--- src/rtl/convSeqPkg.sv ---
package convSeqPkg;

  typedef enum logic [2:0] {
    ST_IDLE,
    ST_SETUP,
    ST_LOW,
    ST_WAKE,
    ST_WAITEOC,
    ST_READHI,
    ST_READLO
  } seqState_e;

  // strobes from control to datapath
  typedef struct packed {
    logic capHi;
    logic capLo;
    logic setErr;
    logic clrErr;
  } dpStrobe_t;

  function automatic int maxOf(input int a, input int b);
    return (a > b) ? a : b;
  endfunction

endpackage

--- src/rtl/convSeqCtrl.sv ---
module convSeqCtrl
  import convSeqPkg::*;
#(
  parameter int SETUP_CLKS   = 2,
  parameter int HOLD_CLKS    = 2,
  parameter int SETTLE_CLKS  = 2,
  parameter int WAKE_CLKS    = 20,
  parameter int TIMEOUT_CLKS = 200
) (
  input  logic      clk,
  input  logic      rstN,
  input  logic      start,
  input  logic      refSleep,
  input  logic      eocN,
  output logic      csN,
  output logic      rdConv,
  output logic      hiByteSel,
  output logic      busy,
  output dpStrobe_t strobe
);

  localparam int DLY_MAX = maxOf(maxOf(SETUP_CLKS, HOLD_CLKS), maxOf(SETTLE_CLKS, WAKE_CLKS));
  localparam int DW = $clog2(DLY_MAX + 1);
  localparam int TW = $clog2(TIMEOUT_CLKS + 1);
  localparam logic [DW-1:0] SETUP_LD  = DW'(SETUP_CLKS - 1);
  localparam logic [DW-1:0] HOLD_LD   = DW'(HOLD_CLKS - 1);
  localparam logic [DW-1:0] SETTLE_LD = DW'(SETTLE_CLKS - 1);
  localparam logic [DW-1:0] WAKE_LD   = DW'(WAKE_CLKS - 1);
  localparam logic [TW-1:0] TMO_LAST  = TW'(TIMEOUT_CLKS - 1);

  seqState_e     state;
  logic [DW-1:0] dlyCnt;
  logic [TW-1:0] waitCnt;
  logic [1:0]    edgeIdx;     // 0 acquire, 1 convert, 2 read
  logic          cfgSleep;    // power-down request of current sample
  logic          wakePending; // reference was powered down last sample
  logic          dlyDone;
  logic          edgeLevel;

  assign dlyDone = (dlyCnt == '0);

  always_ff @(posedge clk) begin
    if (!rstN) begin
      state       <= ST_IDLE;
      dlyCnt      <= '0;
      waitCnt     <= '0;
      edgeIdx     <= 2'd0;
      cfgSleep    <= 1'b0;
      wakePending <= 1'b0;
    end else begin
      case (state)
        ST_IDLE: if (start) begin
          cfgSleep <= refSleep;
          edgeIdx  <= 2'd0;
          dlyCnt   <= SETUP_LD;
          state    <= ST_SETUP;
        end
        ST_SETUP: if (dlyDone) begin
          dlyCnt <= HOLD_LD;
          state  <= ST_LOW;
        end else dlyCnt <= dlyCnt - 1'b1;
        ST_LOW: if (dlyDone) begin
          case (edgeIdx)
            2'd0: begin
              edgeIdx <= 2'd1;
              if (wakePending) begin
                wakePending <= 1'b0;
                dlyCnt      <= WAKE_LD;
                state       <= ST_WAKE;
              end else begin
                dlyCnt <= SETUP_LD;
                state  <= ST_SETUP;
              end
            end
            2'd1: begin
              wakePending <= cfgSleep;
              waitCnt     <= '0;
              state       <= ST_WAITEOC;
            end
            default: begin
              dlyCnt <= SETTLE_LD;
              state  <= ST_READHI;
            end
          endcase
        end else dlyCnt <= dlyCnt - 1'b1;
        ST_WAKE: if (dlyDone) begin
          dlyCnt <= SETUP_LD;
          state  <= ST_SETUP;
        end else dlyCnt <= dlyCnt - 1'b1;
        ST_WAITEOC: if (!eocN) begin
          edgeIdx <= 2'd2;
          dlyCnt  <= SETUP_LD;
          state   <= ST_SETUP;
        end else if (waitCnt == TMO_LAST) begin
          state <= ST_IDLE;
        end else waitCnt <= waitCnt + 1'b1;
        ST_READHI: if (dlyDone) begin
          dlyCnt <= SETTLE_LD;
          state  <= ST_READLO;
        end else dlyCnt <= dlyCnt - 1'b1;
        ST_READLO: if (dlyDone) state <= ST_IDLE;
                   else dlyCnt <= dlyCnt - 1'b1;
        default: state <= ST_IDLE;
      endcase
    end
  end

  always_comb begin
    case (edgeIdx)
      2'd0:    edgeLevel = 1'b0;
      2'd1:    edgeLevel = cfgSleep;
      default: edgeLevel = 1'b1;
    endcase
  end

  always_comb begin
    csN       = !(state inside {ST_LOW, ST_READHI, ST_READLO});
    rdConv    = (state inside {ST_SETUP, ST_LOW, ST_READHI, ST_READLO}) ? edgeLevel : 1'b0;
    hiByteSel = (state != ST_READLO);
    busy      = (state != ST_IDLE);
    strobe.capHi  = (state == ST_READHI) && dlyDone;
    strobe.capLo  = (state == ST_READLO) && dlyDone;
    strobe.setErr = (state == ST_WAITEOC) && eocN && (waitCnt == TMO_LAST);
    strobe.clrErr = (state == ST_IDLE) && start;
  end

endmodule

--- src/rtl/convSeqData.sv ---
module convSeqData
  import convSeqPkg::*;
#(
  parameter int BUS_W = 8,
  localparam int WORD_W = 2 * BUS_W
) (
  input  logic              clk,
  input  logic              rstN,
  input  dpStrobe_t         strobe,
  input  logic [BUS_W-1:0]  dataIn,
  output logic [WORD_W-1:0] result,
  output logic              resultValid,
  output logic              timeoutErr
);

  logic [BUS_W-1:0] hiByte;

  always_ff @(posedge clk) begin
    if (!rstN) begin
      hiByte      <= '0;
      result      <= '0;
      resultValid <= 1'b0;
      timeoutErr  <= 1'b0;
    end else begin
      resultValid <= strobe.capLo;
      if (strobe.capHi) hiByte <= dataIn;
      if (strobe.capLo) result <= {hiByte, dataIn};
      if (strobe.setErr)      timeoutErr <= 1'b1;
      else if (strobe.clrErr) timeoutErr <= 1'b0;
    end
  end

endmodule

--- src/rtl/convSequencer.sv ---
module convSequencer
  import convSeqPkg::*;
#(
  parameter int SETUP_CLKS   = 2,
  parameter int HOLD_CLKS    = 2,
  parameter int SETTLE_CLKS  = 2,
  parameter int WAKE_CLKS    = 20,
  parameter int TIMEOUT_CLKS = 200
) (
  input  logic        clk,
  input  logic        rstN,
  input  logic        start,
  input  logic        refSleep,
  input  logic        eocN,
  input  logic [7:0]  dataIn,
  output logic        csN,
  output logic        rdConv,
  output logic        hiByteSel,
  output logic        busy,
  output logic [15:0] result,
  output logic        resultValid,
  output logic        timeoutErr
);

  dpStrobe_t strobe;

  convSeqCtrl #(
    .SETUP_CLKS(SETUP_CLKS), .HOLD_CLKS(HOLD_CLKS), .SETTLE_CLKS(SETTLE_CLKS),
    .WAKE_CLKS(WAKE_CLKS), .TIMEOUT_CLKS(TIMEOUT_CLKS)
  ) ctrl (
    .clk(clk), .rstN(rstN), .start(start), .refSleep(refSleep), .eocN(eocN),
    .csN(csN), .rdConv(rdConv), .hiByteSel(hiByteSel), .busy(busy), .strobe(strobe)
  );

  convSeqData #(.BUS_W(8)) data (
    .clk(clk), .rstN(rstN), .strobe(strobe), .dataIn(dataIn),
    .result(result), .resultValid(resultValid), .timeoutErr(timeoutErr)
  );

endmodule

--- config.mk ---
export PLATFORM = sky130hd
export DESIGN_NAME = convSequencer
export DESIGN_NICKNAME = d
export VERILOG_FILES = /design/src/rtl/convSeqPkg.sv /design/src/rtl/convSeqCtrl.sv /design/src/rtl/convSeqData.sv /design/src/rtl/convSequencer.sv
export SDC_FILE = /design/constraint.sdc
export NUM_CORES = 1
export LEC_CHECK = 0
export CORE_MARGIN = 5
export CORE_UTILIZATION = 41
export CTS_BUF_LIST = sky130_fd_sc_hd__clkbuf_8
export DETAILED_ROUTE_END_ITERATION = 10
export GPL_TIMING_DRIVEN = 0
export HOLD_SLACK_MARGIN = 0.06
export PLACE_DENSITY_LB_ADDON = 0.08
export SLEW_MARGIN = 20
export SYNTH_ARGS = -nofsm -noshare
export SYNTH_HDL_FRONTEND = slang
export SYNTH_SLANG_ARGS = --single-unit
--- constraint.sdc ---
create_clock -name clk -period 2.35 [get_ports clk]
set_input_delay 0.3525 -clock clk [delete_from_list [all_inputs] [get_ports clk]]
set_output_delay 0.3525 -clock clk [all_outputs]
set_load 0.03 [all_outputs]
==> metrics.yaml, run 1 <==
fin_nets: 320
irDropWorstVdd_v: 0.000832
seq_area_frac_synth_pct: 41.7
start_kind: "flop"
final_cell_mix: "51 x nand2_1, 46 x dfxtp_1, 31 x clkdlybuf4s50_1, 21 x o21ai_0, 17 x a21boi_0"
fin_crit_sh_pct: 93.2
routed-via-count: 1930
final-hold-violation-count: 0
p_leak_uw: 0.000956
die_w_um: 83.4
slew_headroom_pct: 55.4
viasPerCell: 5.16
status: "finished, final reports clean"
dp_hpwl_um: 3790
clk_pin_slew_worst_paths_ns: 0.08
period_minus_slack_ns: 2.19
ys_types: 43
rows: 26
syn_area_sq_um: 2210
route.detailed.drc: 0
fp.dieArea_sq_um: 6950
drive_gt1_share_pct: 7.24
fin_skew_ns: 0.00650
timing.final.ws_setup_ns: 0.159
cp_max_fo: 10
cts.path.max_buffers: 2
ys.flop_type: "dfxtp_1"
tightest_slew_ns: 0.668
hold_slack_ns: 0.453
netlist_top_cells_area: "dfxtp_1 42%, nand2_1 8.7%, a21boi_0 5.8%"
synth_edf_count: 0
gp_congestion: 0.830
rsz0062_at_grt: "false"
cts_root_buffer: "clkbuf_8"
antenna_found_initial: 0
grt_pass1_vias: 1875
synth_top_area_share_pct: 41.7
ios: 35
avgRoutedWirePerCell_um: 13.7
worst-setup-path-type: "flop to output pin"
port_buffers: 34
setup_viol: 0
ys_ff_latch: 46
maxCapViolCount: 0
drt_iter0_markers: 63
grt_max_degree: 14
slew_viol_final: 0
tns_ns: 0
cts_tree: "built"
hold_class: "flop to flop"
cts_setup_buffers: 0
cp_data_arrival_time_ns: 1.84
syn_area_per_cell_sq_um: 8.40
max_freq_ghz: 0.456
yosysTopAreaCell: "dfxtp_1"
post-place-ws_ns: 0.00599
synth_nets: 279
p_per_area_nw_per_um2: 839
dieHeight_um: 83.4
dr.pass1.iters: 4
ant_nets: 0
clock-sinks: 46
layout_commonest_cell: "nand2_1"
syn2layout_area_growth_pct: 24.8
start_util_pct: 42.7
cp.required_ns: 2.00
clk_latency_ns: 0.30
synthCells: 263
totalWireLength_um: 5140
cts_buffers: 5
fp.coreArea_sq_um: 5170
endpoint_kind: "output pin"
synthArstFlopShare_pct: 0
grt_first_pass_wirelength_um: 8780
ys_warn_count: 0
grt_util_all_layers_pct: 15.2
grt_overflow_total: 0
htreeDepth: 2
diodes: 0
[sequential cells by signal (all words and copies together) (netlist names)]
name              cells
ctrl.waitCnt          8
ctrl.cfgSleep         1
data.resultValid      1
data.hiByte           8
data.result          16
ctrl.edgeIdx          2
ctrl.wakePending      1
data.timeoutErr       1
ctrl.dlyCnt           5
ctrl.state            3
[worst max-delay path: stages, from the launching register on]
cell,delay (ns)
dfxtp_1,0.45
clkbuf_2,0.25
nor2b_2,0.28
o22a_1,0.17
dlygate4sd2_1,0.39
[where the power goes]
group	internal (uW)	total, uW	switching [uW]
logic	349	808	459
registers	832	899	66.3
clock network	341	606	266
[per-stage QoR]
step | std cells | power, uW | utilization, % | cell area (sq um)
after floorplan | 263 | 1510 | - | 2210
after global placement | 367 | 1700 | 51.0 | 2640
after detailed placement | 367 | 1710 | 51.0 | 2640
after CTS | 374 | 2320 | 53.2 | 2750
after global routing | 374 | 2470 | 53.3 | 2760
final | 374 | 2310 | 53.3 | 2760
[final timing paths]
kind         cells after the start              end            start  slack (ns)
max                              4           rdConv    ctrl.state[0]        0.16
min reg2reg                      2  data.result[15]  data.result[15]        0.45
min                              2  data.result[15]  data.result[15]        0.45
max reg2reg                      8   data.result[4]   ctrl.dlyCnt[0]        0.25
[area by class of cell]
class,count,area [sq um]
clock inverters,1,30.0
inverters,4,15.0
multi-input cells,201,1210
fillers,507,2420
well taps,70,87.6
repair buffers,34,344
plain buffers,12,65.1
clock buffers,6,82.6
flip-flops and latches,46,921
[logic make-up after synthesis]
kind of cell               share of synthesized area [%]
and+or+nand+nor                                     27.3
AOI/OAI and AO/OA                                   19.7
DFF                                                 41.7
buffers and inverters                               3.57
muxes                                               4.53
xor gates and xnor gates                            1.59
adders and majority gates                           1.70
[cells in the mapped netlist, drive strengths merged (2+ instances only)]
master	number
a21boi	21
a21oi	11
a31oi	3
and2	4
and3	2
buf	5
clkbuf	7
dfxtp	46
ha	3
inv	4
mux2i	10
nand2	51
nand2b	4
nand3	7
nand4	5
nor2	12
nor2b	12
nor3	2
nor3b	4
o21a	2
o21ai	22
or2	2
or3	7
xor2	3
[per-layer routing]
metal	GRT usage [%]	routed length [um]	vias to the layer above
li1	-	-	992
met1	20.1	2520	901
met2	25.0	2400	32
met3	3.27	183	5
met4	4.01	42	0
met5	0	0	-
[repair_timing]
action,4_1_cts,5_1_grt
endpoints found under the setup margin,2,2
gates resized for setup,3,2
hold buffers,0,0
Power figures use the tool's default switching activity.
==> run 2: changes to the inputs <==
--- a/config.mk
+++ b/config.mk
@@ -6,7 +6,7 @@
 export NUM_CORES = 1
 export LEC_CHECK = 0
 export CORE_MARGIN = 5
-export CORE_UTILIZATION = 41
+export CORE_UTILIZATION = 40
 export CTS_BUF_LIST = sky130_fd_sc_hd__clkbuf_8
 export DETAILED_ROUTE_END_ITERATION = 10
 export GPL_TIMING_DRIVEN = 0
==> metrics.yaml, run 2 (synthesized netlist as in run 1, its figures left out) <==
status: "finished, final reports clean"
stdcell_count: 376
grt_overflow_total: 0
cp_max_fo: 10
start_util_pct: 40.6
cpPeakStageDelay_ns: 0.44
tightest_slew_ns: 0.656
reg_top3: "data.result x16, ctrl.waitCnt x8, data.hiByte x8"
crit_chain: "clkbuf_2 -> nor2b_2 -> o22a_1 -> dlygate4sd2_1"
dr.pass1.iters: 4
port_buffers: 34
drive_gt1_share_pct: 7.24
cp.required_ns: 2.00
fillCellCount: 557
htreeDepth: 2
maxCapViolCount: 0
endpoint_kind: "output pin"
max_freq_ghz: 0.465
min_from: "data.hiByte[7]"
die_w_um: 84.3
fp.dieArea_sq_um: 7110
fin_nets: 320
top_register: "data.result"
clk_latency_ns: 0.29
drt_iter0_markers: 61
largest_register_ffs: 16
irDropWorstVdd_v: 0.000663
cp_data_arrival_time_ns: 1.80
cts_tree: "built"
clock-sinks: 46
multi_input_area_sq_um: 1210
fp.coreArea_sq_um: 5440
clk_pin_slew_worst_paths_ns: 0.08
hold_buffers: 0
viasPerCell: 5.12
worst-setup-path-type: "flop to output pin"
place_inst: 369
rsz0062_at_grt: "false"
slew_headroom_pct: 56.0
avgRoutedWirePerCell_um: 13.8
ios: 35
totalWireLength_um: 5190
diodes: 0
path_buf_inv: 2
routed-via-count: 1924
ctsResizeCount: 3
syn2layout_area_growth_pct: 24.9
worst-path-stages: 4
antenna_found_initial: 0
regArea_sq_um: 921
hold_class: "flop to flop"
ant_nets: 0
start_kind: "flop"
grt_util_all_layers_pct: 15.6
crit_path_top_delay_cell: "dfxtp_1"
dp_hpwl_um: 3700
startpoint: "ctrl.state[0]"
worstHoldPathCells: 2
layout_commonest_cell: "nand2_1"
setup_viol: 0
rows: 27
final_cell_mix: "51 x nand2_1, 46 x dfxtp_1, 31 x clkdlybuf4s50_1, 21 x o21ai_0, 17 x a21boi_0"
cts_buffers: 5
fin_skew_ns: 0.00305
r2r-start: "ctrl.dlyCnt[0]"
period_minus_slack_ns: 2.15
p_per_area_nw_per_um2: 839
gp_congestion: 0.852
critPathTopFamily: "buffers and inverters"
tns_ns: 0
dieHeight_um: 84.3
cts_root_buffer: "clkbuf_8"
route.detailed.drc: 0
final-hold-violation-count: 0
grt_pass1_vias: 1958
cts_setup_buffers: 0
slew_viol_final: 0
reg2reg_depth: 8
p_leak_uw: 0.000956
cts.path.max_buffers: 2
fin_crit_sh_pct: 91.5
grt_max_degree: 14
grt_first_pass_wirelength_um: 9070
## run 2: power breakdown
part	switching, uW	total (uW)	internal (uW)
registers	66.0	899	832
clock network	265	606	341
logic	460	809	350
## run 2: worst register-to-register path, stage by stage (launching register included)
cell      delay, ns
dfxtp_1        0.33
inv_1          0.09
ha_1           0.17
or4b_4         0.46
buf_6          0.16
nor2_2         0.30
buf_2          0.30
nand2_1        0.08
a21boi_0       0.16
## run 2: through the flow
| stage | power [uW] | setup slack, ns | util [%] | cell area [sq um] | hold WS (ns) |
|---|---|---|---|---|---|
| floorplan | 1510 | 0.505 | - | 2210 | 0.430 |
| global placement | 1710 | 0.0555 | 48.5 | 2640 | 0.444 |
| detailed placement | 1710 | 0.0510 | 48.5 | 2640 | 0.442 |
| CTS | 2340 | 0.0301 | 50.6 | 2750 | 0.457 |
| global route | 2470 | 0.0286 | 50.7 | 2760 | 0.473 |
| finish | 2310 | 0.200 | 50.7 | 2760 | 0.452 |
## run 2: worst paths after layout
check | to | slack (ns)
max | rdConv | 0.20
min | data.result[15] | 0.45
max reg2reg | data.result[3] | 0.24
min reg2reg | data.result[15] | 0.45
## run 2: metal layers
layer	global-route usage [%]	routed length, um	vias up
met5	0	0	-
met4	5.85	65	0
met3	2.94	120	5
met2	26.8	2520	27
met1	19.3	2490	899
li1	-	-	993
## run 2: final cells by class
class	instances	area share, %
sequential	46	33.4
clock buffer	6	2.99
multi-input combinational	201	43.9
buffer	12	2.36
inverter	4	0.544
timing repair buffer	34	12.5
clock inverter	1	1.09
tap	72	3.27
